==> src/rtl/colload_pkg.sv <==
package colload_pkg;

    localparam int IDX_W  = 16;
    localparam int BUS_W  = 8;

    typedef enum logic {
        FILL_DOWN = 1'b0,
        FILL_UP   = 1'b1
    } fill_dir_e;

    typedef enum logic {
        BUS_NARROW = 1'b0,
        BUS_WIDE   = 1'b1
    } bus_mode_e;

    // one write command from the sequencer to the column store
    typedef struct packed {
        logic             take;
        fill_dir_e        dir;
        logic [IDX_W-1:0] base;
        logic [3:0]       step;
    } load_cmd_t;

    function automatic logic [3:0] step_of(bus_mode_e m);
        return (m == BUS_WIDE) ? 4'd8 : 4'd4;
    endfunction

endpackage

==> src/rtl/cl_seq.sv <==
module cl_seq
    import colload_pkg::*;
#(
    parameter int NCOL = 160
) (
    input  logic      clk,
    input  logic      rst,
    input  logic      shift_stb,
    input  logic      latch_stb,
    input  bus_mode_e mode,
    input  fill_dir_e dir,
    input  logic      enab_in,
    output load_cmd_t cmd,
    output logic      handoff
);

    localparam int CW = $clog2(NCOL + BUS_W + 1);

    logic [CW-1:0] cnt;
    logic [CW-1:0] step_w;
    logic [CW-1:0] next_cnt;
    logic          armed;
    logic          sel;
    logic          take;
    logic          last;

    assign step_w   = CW'(step_of(mode));
    assign next_cnt = cnt + step_w;
    assign last     = (next_cnt >= CW'(NCOL));
    assign take     = shift_stb && !latch_stb && (sel || (armed && !enab_in));

    always_ff @(posedge clk) begin
        if (rst) begin
            cnt     <= '0;
            armed   <= 1'b0;
            sel     <= 1'b0;
            handoff <= 1'b0;
        end else if (latch_stb) begin
            cnt     <= '0;
            armed   <= 1'b1;
            sel     <= 1'b0;
            handoff <= 1'b0;
        end else if (shift_stb) begin
            handoff <= take && last;
            if (take) begin
                cnt   <= next_cnt;
                armed <= 1'b0;
                sel   <= !last;
            end
        end
    end

    always_comb begin
        cmd.take = take;
        cmd.dir  = dir;
        cmd.base = IDX_W'(cnt);
        cmd.step = step_of(mode);
    end

endmodule

==> src/rtl/cl_store.sv <==
module cl_store
    import colload_pkg::*;
#(
    parameter int NCOL = 160
) (
    input  logic             clk,
    input  logic             rst,
    input  load_cmd_t        cmd,
    input  logic [BUS_W-1:0] din,
    output logic [NCOL-1:0]  q
);

    for (genvar c = 0; c < NCOL; c++) begin : g_col
        logic [IDX_W-1:0] pos;
        logic [IDX_W-1:0] off;
        logic             hit;

        // position of this column along the current fill order
        assign pos = (cmd.dir == FILL_UP) ? IDX_W'(c) : IDX_W'(NCOL - 1 - c);
        assign off = pos - cmd.base;
        assign hit = cmd.take && (pos >= cmd.base) && (off < IDX_W'(cmd.step));

        always_ff @(posedge clk) begin
            if (rst) begin
                q[c] <= 1'b0;
            end else if (hit) begin
                q[c] <= din[off[2:0]];
            end
        end
    end

endmodule

==> src/rtl/lcd_col_loader.sv <==
module lcd_col_loader
    import colload_pkg::*;
#(
    parameter int NCOL = 160
) (
    input  logic            clk,
    input  logic            rst,
    input  logic            shift_stb,
    input  logic            latch_stb,
    input  logic            wide_mode,
    input  logic            dir_up,
    input  logic [7:0]      din,
    input  logic            chain_a_in,
    input  logic            chain_b_in,
    output logic            chain_a_out,
    output logic            chain_b_out,
    output logic [NCOL-1:0] col_data
);

    fill_dir_e dir;
    bus_mode_e mode;
    logic      enab_in;
    logic      handoff;
    load_cmd_t cmd;

    assign dir     = dir_up    ? FILL_UP  : FILL_DOWN;
    assign mode    = wide_mode ? BUS_WIDE : BUS_NARROW;
    assign enab_in = (dir == FILL_UP) ? chain_a_in : chain_b_in;

    cl_seq #(.NCOL(NCOL)) u_seq (
        .clk       (clk),
        .rst       (rst),
        .shift_stb (shift_stb),
        .latch_stb (latch_stb),
        .mode      (mode),
        .dir       (dir),
        .enab_in   (enab_in),
        .cmd       (cmd),
        .handoff   (handoff)
    );

    cl_store #(.NCOL(NCOL)) u_store (
        .clk  (clk),
        .rst  (rst),
        .cmd  (cmd),
        .din  (din),
        .q    (col_data)
    );

    // cascade output is active low; the spare side idles high
    assign chain_a_out = (dir == FILL_DOWN) ? !handoff : 1'b1;
    assign chain_b_out = (dir == FILL_UP)   ? !handoff : 1'b1;

endmodule

==> config.mk <==
export PLATFORM = sky130hd
export DESIGN_NAME = lcd_col_loader
export DESIGN_NICKNAME = d
export VERILOG_FILES = /design/src/rtl/colload_pkg.sv /design/src/rtl/cl_seq.sv /design/src/rtl/cl_store.sv /design/src/rtl/lcd_col_loader.sv
export SDC_FILE = /design/constraint.sdc
export NUM_CORES = 1
export LEC_CHECK = 0
export ABC_AREA = 1
export ABC_CLOCK_PERIOD_IN_PS = 4000
export BUFFER_PORTS_ARGS = -buffer_cell sky130_fd_sc_hd__buf_2
export CORE_MARGIN = 5
export CORE_UTILIZATION = 55
export CTS_BUF_LIST = sky130_fd_sc_hd__clkbuf_4
export DETAILED_ROUTE_END_ITERATION = 6
export PLACE_DENSITY = 0.89
export SLEW_MARGIN = 0
export SYNTH_ARGS = -nofsm -noshare
export SYNTH_HDL_FRONTEND = slang
export SYNTH_SLANG_ARGS = --single-unit
==> constraint.sdc <==
create_clock -name clk -period 4 [get_ports clk]
set_clock_uncertainty 0.2 [all_clocks]
set_input_delay 0.2 -clock clk [delete_from_list [all_inputs] [get_ports clk]]
set_output_delay 0.2 -clock clk [all_outputs]
set_load 0.05 [all_outputs]
==> metrics.txt <==
run status=finished with violations; violations in the final reports=design-rule violations; transition at the pin with the smallest max-transition slack=886 ps; final setup fails=0; detailed-router iteration count before antenna repair=7; setup slack of the most critical reg-to-reg path=350 ps; total length of routed wires=51700 um; internal cell power=2.20 mW; distinct cell type count of the synthesized netlist=38; number of antenna violations at the first check in global routing=1; top cells by area, synth=sky130_fd_sc_hd__dfxtp_1 (26%), sky130_fd_sc_hd__nand2_1 (18%), sky130_fd_sc_hd__nand3_1 (9.7%), sky130_fd_sc_hd__nor2_1 (9.3%), sky130_fd_sc_hd__inv_1 (8.9%); Skew-Pair Late Insertion Delay=620 ps; TritonCTS clock tree=yes; Peak supply drop=0.178 mV; Routability Congestion=1.08; Gate power share=24.7%; most used cells in the layout excluding fill and tap cells=sky130_fd_sc_hd__nand2_1 (631), sky130_fd_sc_hd__nor2_1 (323), sky130_fd_sc_hd__inv_1 (308); most common cell after layout, fill and taps aside=sky130_fd_sc_hd__nand2_1; core region area=23400 um2; maximum number of pins on one net before global-route repair=98; top cell type by total area after synthesis=sky130_fd_sc_hd__dfxtp_1; timing startpoint of the critical path=u_seq.cnt[3]; cell area power density=254 nW/um2; most congested layer reported by global routing=met2; Syn Std Cell Area=13000 um2; first-pass GRT wire length=79200 um; synth warn=0; class of the most critical hold timing path=in2reg; maximum frequency from static timing analysis=274 MHz; count of state elements after synthesis=169; clock buffer count from CTS=17; worst-path maximum fanout=9; maximum count of clock buffers along a single path=2; wire per inst=19.0 um; final worst path period share=91.4%; hpwl dp=39000 um; Critical Path Source Type=flop; R2R Path Start=u_seq.cnt[3]; sequential cell fraction of total power=45.3%; cell row count=56; category of the worst setup path capture point=flop; clock share of power=30.0%; post-route setup TNS=0 ps; DRC=39; worst path setup slack after routing=345 ps; total routing usage reported by global routing=38.2%; boundary pin count=178; number of nets in the synthesized netlist=2291; fin. max-slew vios=0; IO Port Bufs=177; sinks on the clock net=169; Starting Density=55.6%; number of global-route vias before repair=14496; pre-CTS setup slack=209 ps; number of levels in the clock H-tree=4; violation count after the first detailed-routing iteration=1577; average footprint of a synthesized cell=5.90 um2; die extent in x=164 um; switching pwr=1.54 mW; synthesized netlist cell count=2206; sequential share of the synthesized area=26.0%; multi-input gate area in the final layout=8070 um2; area fraction of the dominant cell type after synthesis=26.0%; GR Layer Usage met1=47.4%; antenna viol nets, final=0; worst min-delay path startpoint=din[3]; Relative slew margins=40.9%; Area Overhead vs Synth=13.0%; final period demand of the worst path=3650 ps; die boundary height=164 um; GRT Residual Overflow=0; total of max-cap violations=0; fraction of layout cells with a size suffix above 1=13.7%; number of fill cells in the layout=2351; leakage power figure=7.55 nW; Worst EP arrival=4010 ps; DR vias=15214; required time of the worst setup path=4350 ps; setup repair after global routing missed its margin=no; number of hold-slack violations in the final timing report=0; CTS root buffer=sky130_fd_sc_hd__clkbuf_4; clk slew on worst S/H paths=200 ps; global routing met2 resource utilization=61.5%; met3 layer usage reported by global route=8.31%; post-layout net count=2466; Die Footprint=26800 um2; via density per instance=5.61; worst setup path class=reg2reg; net switching fraction of the power=41.1%; sequential cell area=3380 um2
==> kinds of logic (layout without fill, tap and decap cells) <==
kind of cell / Yosys count / count (layout) / synth area share (%)
buf+inv: 400 / 588 / 12.1
simple gates: 1371 / 1371 / 46.1
fa+ha+maj: 69 / 69 / 7.85
xor+xnor: 1 / 1 / 0.0674
compound gates: 196 / 196 / 7.80
other cells: 0 / 1 / 0
flops: 169 / 169 / 26.0
==> state kept, by name, indices dropped and copies added, names as in the netlist <==
register and cells:
u_store.q 160, u_seq.cnt 6, u_seq.armed 1, u_seq.handoff 1, u_seq.sel 1
==> cell type report <==
class | instances | share of cell area (%)
multi-input combinational | 1637 | 54.9
sequential | 169 | 23.0
timing repair buffer | 230 | 8.94
inverter | 326 | 8.34
tap | 319 | 2.72
clock inverter | 15 | 1.21
clock buffer | 17 | 0.868
antenna | 1 | 0.0170
==> routing by layer <==
metal / vias to the layer above / routed length [um]
met2: 843 / 23000
met1: 6873 / 20400
met4: 0 / 2980
met3: 190 / 5240
met5: - / 0
li1: 7308 / -
==> cell usage after synthesis, drive strengths merged <==
master	instances
a211oi	2
a21o	1
a21oi	144
and2	5
buf	37
clkbuf	37
clkinv	6
dfxtp	169
fa	21
ha	48
inv	320
nand2	639
nand3	253
nand3b	1
nand4	88
nor2	367
nor3	14
nor3b	2
o21ai	46
o21bai	1
o31ai	2
or2	2
xor2	1
==> critical path, stage by stage, from the launching register on <==
cell                      delay [ps]
sky130_fd_sc_hd__dfxtp_1         520
sky130_fd_sc_hd__inv_1           110
sky130_fd_sc_hd__ha_2            490
sky130_fd_sc_hd__inv_2           110
sky130_fd_sc_hd__nor2_8          130
sky130_fd_sc_hd__nand2_1         100
sky130_fd_sc_hd__nand2_1         140
sky130_fd_sc_hd__nand2_1         150
sky130_fd_sc_hd__nor2_1          250
sky130_fd_sc_hd__fa_1            470
sky130_fd_sc_hd__inv_1            70
sky130_fd_sc_hd__nand2_1          40
sky130_fd_sc_hd__nor2_1          120
sky130_fd_sc_hd__nand3_1         140
sky130_fd_sc_hd__nor2_4          190
sky130_fd_sc_hd__nand3_1         120
sky130_fd_sc_hd__nand2_1          90
sky130_fd_sc_hd__inv_1            40
sky130_fd_sc_hd__nor2_1           90
==> final timing paths <==
kind / endpoint / cells after the start
worst max register to register: u_store.q[21] / 18
worst min register to register: u_store.q[48] / 2
worst max-delay path: u_store.q[21] / 18
worst min-delay path: u_store.q[32] / 8
==> metrics by stage <==
step           cell area, um2  power [mW]  util, %  hold WS (ps)  std cells
5_1_grt                 14700        3.86     62.8           172       2714
2_1_floorplan           13000        2.29        -           167       2206
6_report                14700        3.74     62.8           127       2714
4_1_cts                 14700        3.70     62.7          84.5       2713
3_3_place_gp            14300        2.59     61.1           249       2674
3_5_place_dp            14300        2.60     61.1           253       2674
==> power by group through the flow <==
stage | clock network, mW | registers [mW] | logic, mW
floorplan | 0 | 1.74 | 0.552
global placement | 0 | 1.73 | 0.865
detailed placement | 0 | 1.73 | 0.872
CTS | 1.12 | 1.69 | 0.881
global route | 1.18 | 1.70 | 0.987
finish | 1.12 | 1.69 | 0.922
==> timing repair <==
item                       4_1_cts  5_1_grt
buffers inserted                 0        0
setup endpoints to repair        0       24
resized for setup                0        4
hold endpoints to repair        33        0
hold buffers                     7        0
(Power assumes the default switching activity.)
